### config.mk
export PLATFORM = sky130hd
export DESIGN_NAME = edge_phase_detector
export DESIGN_NICKNAME = d
export VERILOG_FILES = /design/src/rtl/epd_pkg.sv /design/src/rtl/epd_edge_sync.sv /design/src/rtl/epd_period_meter.sv /design/src/rtl/epd_pulse_fsm.sv /design/src/rtl/edge_phase_detector.sv
export SDC_FILE = /design/constraint.sdc
export NUM_CORES = 1
export LEC_CHECK = 0
export BUFFER_PORTS_ARGS = -buffer_cell sky130_fd_sc_hd__buf_2
export CAP_MARGIN = 20
export CELL_PAD_IN_SITES_DETAIL_PLACEMENT = 1
export CELL_PAD_IN_SITES_GLOBAL_PLACEMENT = 1
export CORE_MARGIN = 5
export CORE_UTILIZATION = 49
export CTS_CLUSTER_SIZE = 28
export DETAILED_ROUTE_END_ITERATION = 16
export PLACE_DENSITY_LB_ADDON = 0.08
export RECOVER_POWER = 25
export SLEW_MARGIN = 10
export SYNTH_ARGS = -nofsm -noshare
export SYNTH_HDL_FRONTEND = slang
export SYNTH_SLANG_ARGS = --single-unit
### constraint.sdc
create_clock -name clk -period 2.2 [get_ports clk]
set_input_delay 0.22 -clock clk [delete_from_list [all_inputs] [get_ports clk]]
set_output_delay 0.22 -clock clk [all_outputs]
set_load 0.01 [all_outputs]
### src/rtl/epd_pkg.sv
package epd_pkg;

  typedef enum logic [1:0] {
    ST_IDLE = 2'd0,
    ST_UP   = 2'd1,
    ST_DN   = 2'd2,
    ST_OVL  = 2'd3
  } pfd_state_e;

  localparam int unsigned CAP_SHIFT_QUARTER = 2;
  localparam int unsigned CAP_SHIFT_EIGHTH  = 3;

endpackage

### src/rtl/epd_edge_sync.sv
module epd_edge_sync #(
  parameter int unsigned SYNC_STAGES = 2
) (
  input  logic clk,
  input  logic rst_n,
  input  logic din,
  output logic rise
);

  localparam int unsigned SH_W = SYNC_STAGES + 1;

  logic [SH_W-1:0] sh_q;
  logic [SH_W-1:0] sh_n;

  // stage 0 captures the raw input, the last stage is the edge-detect history
  always_comb begin
    sh_n = {sh_q[SH_W-2:0], din};
  end

  always_ff @(posedge clk or negedge rst_n) begin
    if (!rst_n) begin
      sh_q <= '0;
    end else begin
      sh_q <= sh_n;
    end
  end

  assign rise = sh_q[SYNC_STAGES-1] & ~sh_q[SYNC_STAGES];

endmodule

### src/rtl/epd_period_meter.sv
module epd_period_meter
  import epd_pkg::*;
#(
  parameter int unsigned CNT_W = 16
) (
  input  logic             clk,
  input  logic             rst_n,
  input  logic             ref_rise,
  input  logic             cap_sel,
  output logic [CNT_W-1:0] cap_lim,
  output logic             cap_vld
);

  localparam logic [CNT_W-1:0] CNT_MAX = {CNT_W{1'b1}};
  localparam logic [CNT_W-1:0] CNT_ONE = CNT_W'(1);

  logic [CNT_W-1:0] span_q, span_n;
  logic [CNT_W-1:0] meas_q, meas_n;
  logic             seen_q, seen_n;
  logic             vld_q,  vld_n;
  logic             meas_en;

  always_comb begin
    meas_en = ref_rise & seen_q;
    if (ref_rise) begin
      span_n = CNT_ONE;
    end else if (span_q == CNT_MAX) begin
      span_n = span_q;
    end else begin
      span_n = span_q + CNT_ONE;
    end
    meas_n = meas_en ? span_q : meas_q;
    seen_n = seen_q | ref_rise;
    vld_n  = vld_q | meas_en;
  end

  always_ff @(posedge clk or negedge rst_n) begin
    if (!rst_n) begin
      span_q <= '0;
      meas_q <= '0;
      seen_q <= 1'b0;
      vld_q  <= 1'b0;
    end else begin
      span_q <= span_n;
      meas_q <= meas_n;
      seen_q <= seen_n;
      vld_q  <= vld_n;
    end
  end

  assign cap_lim = cap_sel ? (meas_q >> CAP_SHIFT_EIGHTH) : (meas_q >> CAP_SHIFT_QUARTER);
  assign cap_vld = vld_q;

endmodule

### src/rtl/epd_pulse_fsm.sv
module epd_pulse_fsm
  import epd_pkg::*;
#(
  parameter int unsigned CNT_W = 16,
  parameter int unsigned OVL_W = 4
) (
  input  logic             clk,
  input  logic             rst_n,
  input  logic             ref_rise,
  input  logic             fb_rise,
  input  logic [OVL_W-1:0] ovl_len,
  input  logic             cap_en,
  input  logic [CNT_W-1:0] cap_lim,
  input  logic             cap_vld,
  output logic             pump_up,
  output logic             pump_dn,
  output logic             cap_hit
);

  localparam logic [CNT_W-1:0] W_ONE = CNT_W'(1);
  localparam logic [CNT_W-1:0] W_MAX = {CNT_W{1'b1}};
  localparam logic [OVL_W-1:0] O_ONE = OVL_W'(1);

  pfd_state_e       state_q, state_n;
  logic [CNT_W-1:0] upw_q, upw_n;
  logic [OVL_W-1:0] ovl_q, ovl_n;
  logic             capped_q, capped_n;
  logic [CNT_W-1:0] lim_eff;
  logic [OVL_W-1:0] ovl_load;
  logic             cap_act;

  always_comb begin
    lim_eff  = (cap_lim == '0) ? W_ONE : cap_lim;
    ovl_load = (ovl_len == '0) ? O_ONE : ovl_len;
    cap_act  = cap_en & cap_vld;
  end

  always_comb begin
    state_n  = state_q;
    upw_n    = upw_q;
    ovl_n    = ovl_q;
    capped_n = ref_rise ? 1'b0 : capped_q;
    unique case (state_q)
      ST_IDLE: begin
        if (ref_rise && fb_rise) begin
          state_n = ST_OVL;
          ovl_n   = ovl_load;
        end else if (ref_rise) begin
          state_n = ST_UP;
          upw_n   = W_ONE;
        end else if (fb_rise) begin
          state_n = ST_DN;
        end
      end
      ST_UP: begin
        if (fb_rise) begin
          state_n = ST_OVL;
          ovl_n   = ovl_load;
        end else if (ref_rise) begin
          upw_n = W_ONE;
        end else begin
          if (upw_q != W_MAX) begin
            upw_n = upw_q + W_ONE;
          end
          if (cap_act && !capped_q && (upw_q >= lim_eff)) begin
            capped_n = 1'b1;
          end
        end
      end
      ST_DN: begin
        if (ref_rise) begin
          state_n = ST_OVL;
          ovl_n   = ovl_load;
        end
      end
      ST_OVL: begin
        if (ovl_q <= O_ONE) begin
          state_n = ST_IDLE;
        end else begin
          ovl_n = ovl_q - O_ONE;
        end
      end
      default: state_n = ST_IDLE;
    endcase
  end

  always_ff @(posedge clk or negedge rst_n) begin
    if (!rst_n) begin
      state_q  <= ST_IDLE;
      upw_q    <= '0;
      ovl_q    <= '0;
      capped_q <= 1'b0;
    end else begin
      state_q  <= state_n;
      upw_q    <= upw_n;
      ovl_q    <= ovl_n;
      capped_q <= capped_n;
    end
  end

  assign pump_up = ((state_q == ST_UP) && !capped_q) || (state_q == ST_OVL);
  assign pump_dn = (state_q == ST_DN) || (state_q == ST_OVL);
  assign cap_hit = capped_q;

endmodule

### src/rtl/edge_phase_detector.sv
module edge_phase_detector #(
  parameter int unsigned CNT_W       = 16,
  parameter int unsigned OVL_W       = 4,
  parameter int unsigned SYNC_STAGES = 2
) (
  input  logic             clk,
  input  logic             rst_n,
  input  logic             ref_in,
  input  logic             fb_in,
  input  logic [OVL_W-1:0] ovl_len,
  input  logic             cap_en,
  input  logic             cap_sel,
  output logic             pump_up,
  output logic             pump_dn,
  output logic             cap_hit
);

  localparam int unsigned N_CH = 2;

  logic [N_CH-1:0]  raw_in;
  logic [N_CH-1:0]  ch_rise;
  logic             ref_rise;
  logic             fb_rise;
  logic [CNT_W-1:0] cap_lim;
  logic             cap_vld;

  assign raw_in = {fb_in, ref_in};

  for (genvar g = 0; g < N_CH; g++) begin : g_sync
    epd_edge_sync #(.SYNC_STAGES(SYNC_STAGES)) u_sync (
      .clk  (clk),
      .rst_n(rst_n),
      .din  (raw_in[g]),
      .rise (ch_rise[g])
    );
  end

  assign ref_rise = ch_rise[0];
  assign fb_rise  = ch_rise[1];

  epd_period_meter #(.CNT_W(CNT_W)) u_meter (
    .clk     (clk),
    .rst_n   (rst_n),
    .ref_rise(ref_rise),
    .cap_sel (cap_sel),
    .cap_lim (cap_lim),
    .cap_vld (cap_vld)
  );

  epd_pulse_fsm #(.CNT_W(CNT_W), .OVL_W(OVL_W)) u_fsm (
    .clk     (clk),
    .rst_n   (rst_n),
    .ref_rise(ref_rise),
    .fb_rise (fb_rise),
    .ovl_len (ovl_len),
    .cap_en  (cap_en),
    .cap_lim (cap_lim),
    .cap_vld (cap_vld),
    .pump_up (pump_up),
    .pump_dn (pump_dn),
    .cap_hit (cap_hit)
  );

endmodule

==> results of run 1 <==
cell usage after synthesis, types with 3 or more instances:
library cell  instances
dfrtp_1              61
o21ai_0              29
nor2_1               25
ha_1                 22
nand2_1              22
a21oi_1              19
nand3_1              18
mux2i_1              16
mux2_2               14
inv_1                12
or3_1                 9
xnor2_1               9
nand2b_1              8
and3_1                7
clkbuf_1              6
a31oi_1               5
and4_1                5
nor3_1                5
nor4_1                5
o31ai_1               5
nand4_1               4
nor2b_1               4
buf_2                 3
o2111ai_1             3
o211ai_1              3
xor2_1                3
sequential cells by signal (all words and copies together) (netlist names):
name,flops
u_fsm.upw_q,16
u_meter.span_q,16
u_meter.meas_q,14
g_sync.u_sync.sh_q,6
u_fsm.ovl_q,4
u_fsm.state_q,2
u_fsm.cap_hit,1
u_meter.cap_vld,1
u_meter.seen_q,1
cell families (layout without fill, tap and decap cells):
family          after synthesis  in the layout  synth area share, %
fa+ha+maj                    22             22                 7.84
xor+xnor                     12             12                 2.99
flops                        61             61                 43.5
compound gates               79             79                 15.1
buf+inv                      25             59                 3.31
mux                          30             30                 9.05
simple gates                121            121                 18.2
repair_timing:
action                                 CTS  global route
setup endpoints to repair                0             5
hold buffers                             3             0
endpoints found under the hold margin   17             0
buffers inserted                         0             5
resized for setup                        0             4
stage by stage:
stage | worst slack, ns | hold WS [ns] | std cells | cell area (um^2)
4_1_cts | 0.00223 | 0.174 | 475 | 3940
3_3_place_gp | 0.0959 | 0.172 | 456 | 3720
2_1_floorplan | 0.0345 | -0.0756 | 350 | 3510
5_1_grt | -0.123 | 0.206 | 480 | 3990
6_report | 0.0725 | 0.192 | 480 | 3990
3_5_place_dp | 0.0444 | 0.180 | 456 | 3720
worst max-delay path: stages, from the launching register on:
cell and delay (ns):
dfrtp_1 0.42, nor4_1 0.29, nand4_1 0.16, nand2_1 0.10, ha_1 0.22, nand2b_1 0.18
a2111oi_4 0.30, nor4_1 0.09, o2111ai_1 0.19, nand2_1 0.07
power by group:
part	internal, W	switching [W]
registers	0.00126	0.000161
logic	0.000503	0.000597
clock network	0.000526	0.000485
total	0.00229	0.00124
routing by layer:
metal  GRT usage, %  vias up
met4           7.93        0
met2           34.2       24
met3           3.98       11
met1           25.0     1383
li1               -     1348
met5              0        -
area by class of cell:
class	count	share of cell area, %
clock buffers	9	3.10
clock inverters	7	1.85
inverters	12	1.13
multi-input cells	264	47.4
flip-flops and latches	61	38.2
well taps	96	3.01
repair buffers	31	5.23
path summary, 6_finish.rpt:
path | end | start | slack [ns]
setup / recovery | u_fsm.cap_hit$_DFF_PN0_ | u_meter.meas_q[15]$_DFFE_PN0P_ | 0.07
setup reg to reg | u_fsm.cap_hit$_DFF_PN0_ | u_meter.meas_q[15]$_DFFE_PN0P_ | 0.07
hold / removal | u_fsm.ovl_q[1]$_DFFE_PN0P_ | ovl_len[1] | 0.19
hold reg to reg | g_sync[1].u_sync.sh_q[1]$_DFF_PN0_ | g_sync[1].u_sync.sh_q[0]$_DFF_PN0_ | 0.36
min in group asynchronous | u_fsm.upw_q[5]$_DFFE_PN0P_ | rst_n | 0.54
max in group asynchronous | u_meter.span_q[6]$_DFFE_PN0P_ | rst_n | 0.43
==> metrics.txt, run 1 <==
number of remaining DRC errors=0; critical path class=reg2reg; maxcap violations=0; Max rail drop VDD=404 uV; Placer Congestion=0.815; routed wl met3=163 um; post-synth top area share=43.5%; WP data arrival=2.36 ns; antenna diode count=0; Mapped Area=3510 um^2; crit path time final=2.13 ns; async set-reset flop share out of synthesis=100%; GRT Overall Usage=20.1%; Root Buffer=clkbuf_8; Setup violations, final=0; Startpoint Class=flip-flop; area leader, netlist=dfrtp_1; Iter 0 DRT Violations=100; fin. max-slew vios=0; Area growth syn-to-layout=13.7%; Metal-1 WL=3750 um; nets@finish=411; drt pass-1 iters=4; Setup crit end kind=flip-flop; CTS Buf Count=9; Antenna Violating Nets Remaining=0; vias in the first global route=2868; via count=2766; post-synthesis net count=382; Layout Skew=0.0100 ns; final period utilization=96.7%; Horiz. Die Dim=94.7 um; CORE AREA=6870 um^2; synth warn=0; number of antenna violations at the first check in global routing=0; highest routed layer=met4; Die H=94.7 um; leading cell type in the layout, fill and taps excluded=dfrtp_1; Post-DP HPWL=6070 um; RSZ-0062 raised after global routing=yes; Ports=13; Synth area leaders=dfrtp_1 43%, ha_1 7.8%, mux2i_1 4.6%, mux2_2 4.5%, o21ai_0 4.1%; Multi-input gate area=1890 um^2; GRT overflow=0; slew at the pin closest to its max-slew limit=0.927 ns; Port Buffers=12; DR WL/cell=17.2 um; hold path cells=3; met2 wire len=4200 um; layout cells sized above 1=17.7%; die footprint=8960 um^2; first-pass GRT wire length=14000 um; Rel. slew slack=38.2%; CP max FO=4; Synth Instances=350; Via density=5.76; Most used DFF post-synth=dfrtp_1; status=finished, final reports clean; Data required, critical path=2.44 ns; Netlist cell types=48; most frequent cells in the layout=61 x dfrtp_1, 29 x o21ai_0, 25 x nor2_1; Synth Register Bits=61; largest net degree at the start of global routing=47; final wirelength=8250 um; overall power=0.00353 W; # fillers=776; synthesized area per cell=10.0 um^2; # H-tree levels=3; setup TNS=0 ns; Worst-Skew Late Latency=0.35 ns; Reg area=1530 um^2; P_leak=1.79 nW; Clock Sinks=61; Worst R2R Path Depth=9; Cell Rows=30; fin util=58.1%; final hold violations=0; Worst-path clk slew=0.08 ns; f_max=470 MHz; class of the worst hold path=in2reg; sequential share of the synthesized area=43.5%; CTS tree=done; EDFF count, synth=0; Max Buffers Root-to-Sink=2; PwrDens=884 nW/um^2; Initial Utilization=51.1%
(Power assumes the default switching activity.)
==> run 2, diff against run 1 <==
GPL_TIMING_DRIVEN = 0   (was default)
==> run 2 against run 1 <==
Effect of this change: the flow now finishes with violations (max-capacitance violations, max-slew violations); worst setup slack lost 0.0093 ns; design area grew 0.56%; fmax shrank 0.44%; first-iteration DRC count shrank 33%; power grew 4.5%; hold slack lost 0.018 ns; register-to-register slack is essentially flat; largest power group unchanged; highest routed layer unchanged.
==> metrics.txt, run 2 (synthesized netlist as in run 1, its figures left out) <==
status=finished with violations; violated checks=max-capacitance violations, max-slew violations; largest net degree at the start of global routing=62 (+32%); Iter 0 DRT Violations=67 (-33%); Setup violations, final=0 (unchanged); CP Launch Point=u_meter.meas_q[3]$_DFFE_PN0P_; fin cells=479 (-0.21%); setup TNS=0 ns (unchanged); GRT Overall Usage=21.4% (+1.3 points); Layout Skew=0.00794 ns (-0.00210 ns); number of antenna violations at the first check in global routing=0 (unchanged); crit path time final=2.14 ns (+0.00933 ns); Multi-input gate area=1910 um^2 (+0.92%); Worst-Skew Late Latency=0.35 ns (about the same); maxcap violations=1 (+1); P_leak=1.80 nW (+0.46%); Max rail drop VDD=431 uV (+6.9%); Cell Rows=30 (unchanged); Horiz. Die Dim=94.7 um (unchanged); Die H=94.7 um (unchanged); CTS tree=done; # H-tree levels=3 (unchanged); cell count after placement=457 (+0.22%); Area growth syn-to-layout=14.3%; GRT overflow=0 (unchanged); first-pass GRT wire length=14800 um (+5.6%); via count=2734 (-1.2%); most frequent cells in the layout=61 x dfrtp_1, 29 x o21ai_0, 25 x nor2_1; RSZ-0062 raised after global routing=yes; Clock Sinks=61 (unchanged); antenna diode count=0 (unchanged); vias in the first global route=2976 (+3.8%); Antenna Violating Nets Remaining=0 (unchanged); final instance area=4020 um^2 (+0.56%); layout cells sized above 1=17.2% (-0.48 points); class of the worst hold path=in2reg; PwrDens=919 nW/um^2 (+3.9%); Startpoint Class=flip-flop; Rel. slew slack=-2.15% (-40 points); drt pass-1 iters=4 (unchanged); number of remaining DRC errors=0 (unchanged); Largest regs=u_fsm.upw_q: 16 flops, u_meter.span_q: 16 flops, u_meter.meas_q: 14 flops; Placer Congestion=0.794 (-2.5%); CTS Buf Count=9 (unchanged); Worst-path clk slew=0.08 ns (about the same); Post-DP HPWL=6040 um (-0.41%); final period utilization=97.1% (+0.42 points); Reg-to-Reg Start=u_meter.meas_q[3]$_DFFE_PN0P_; Via density=5.71 (-0.95%); # fillers=785 (+1.2%); CP max FO=4 (unchanged); slew at the pin closest to its max-slew limit=1.53 ns (+0.605 ns); Data required, critical path=2.44 ns (about the same); final hold violations=0 (unchanged); nets@finish=410 (-0.24%); f_max=468 MHz (-0.44%); Hold Startpoint=ovl_len[1]; Port Buffers=11 (-1); Ports=13 (unchanged); placed instance area=3690 um^2 (-0.71%); leading cell type in the layout, fill and taps excluded=dfrtp_1; WP data arrival=2.38 ns (+0.02 ns); Reg area=1530 um^2 (unchanged); die footprint=8960 um^2 (unchanged); Max Buffers Root-to-Sink=2 (unchanged); critical path class=reg2reg; Root Buffer=clkbuf_8; DR WL/cell=17.8 um (+3.6%); final wirelength=8520 um (+3.3%); Setup crit end kind=flip-flop; CORE AREA=6870 um^2 (unchanged); overall power=0.00369 W (+4.5%); Initial Utilization=51.1% (unchanged); fin. max-slew vios=62 (+62)
-- run 2: changes by cell type in the layout (fill, tap and decap cells not counted), sizes merged --
cell      previous run  this run
buf                 26        21
bufinv               1         2
clkbuf              11        15
clkinv               4         1
clkinvlp             1         0
inv                 13        16
-- run 2: per-stage QoR --
step | hold WS, ns | setup slack, ns | utilization [%]
after global routing | 0.189 | -0.111 | 58.5
after detailed placement | 0.330 | -0.351 | 53.7
after global placement | 0.328 | -0.296 | 53.7
after floorplan | -0.0756 | 0.0345 | -
after CTS | 0.167 | 0.0166 | 58.2
final | 0.174 | 0.0632 | 58.5
-- run 2: metal layers --
layer	vias up	GRT usage [%]	wire length (um)
met3	13	4.30	179
li1	1341	-	-
met5	-	0	0
met1	1355	26.2	3780
met4	0	8.17	159
met2	25	37.1	4400
-- run 2: where the power goes --
| group | switching, W | leakage [nW] | total [W] | internal (W) |
|---|---|---|---|---|
| clock network | 0.000514 | 0.115 | 0.00117 | 0.000656 |
| registers | 0.000156 | 0.803 | 0.00141 | 0.00126 |
| logic | 0.000602 | 0.885 | 0.00111 | 0.000505 |
-- run 2: final timing paths --
path | to | slack, ns | cells after the start
max in group asynchronous | u_fsm.upw_q[12]$_DFFE_PN0P_ | 0.50 | 2
hold reg to reg | g_sync[1].u_sync.sh_q[1]$_DFF_PN0_ | 0.36 | 0
hold / removal | u_fsm.ovl_q[1]$_DFFE_PN0P_ | 0.17 | 3
setup reg to reg | u_fsm.cap_hit$_DFF_PN0_ | 0.06 | 9
setup / recovery | u_fsm.cap_hit$_DFF_PN0_ | 0.06 | 9
min in group asynchronous | u_fsm.upw_q[13]$_DFFE_PN0P_ | 0.78 | 2
-- run 2: layout make-up --
| cell class | instances | area share, % |
|---|---|---|
| Tap cell | 96 | 2.99 |
| Buffer | 12 | 1.71 |
| Sequential cell | 61 | 38.0 |
| Clock buffer | 9 | 3.09 |
| Inverter | 12 | 1.12 |
| Clock inverter | 7 | 2.59 |
| Timing Repair Buffer | 18 | 2.87 |
| Multi-Input combinational cell | 264 | 47.6 |
-- run 2: repair_timing --
| item | 4_1_cts | 5_1_grt |
|---|---|---|
| setup buffers | 3 | 1 |
| setup endpoints to repair | 13 | 13 |
| pin swaps | 4 | 4 |
| gates resized for setup | 5 | 4 |
| hold endpoints to repair | 63 | 0 |
| hold buffers | 3 | 0 |
-- run 2: worst max-delay path, cell delays in order (launching register included) --
cell	delay [ns]
dfrtp_1	0.42
nor4_2	0.28
nand4_1	0.15
nand2_1	0.11
ha_1	0.24
nand2b_4	0.15
a2111oi_4	0.31
nor4_1	0.10
o2111ai_1	0.19
nand2_1	0.07
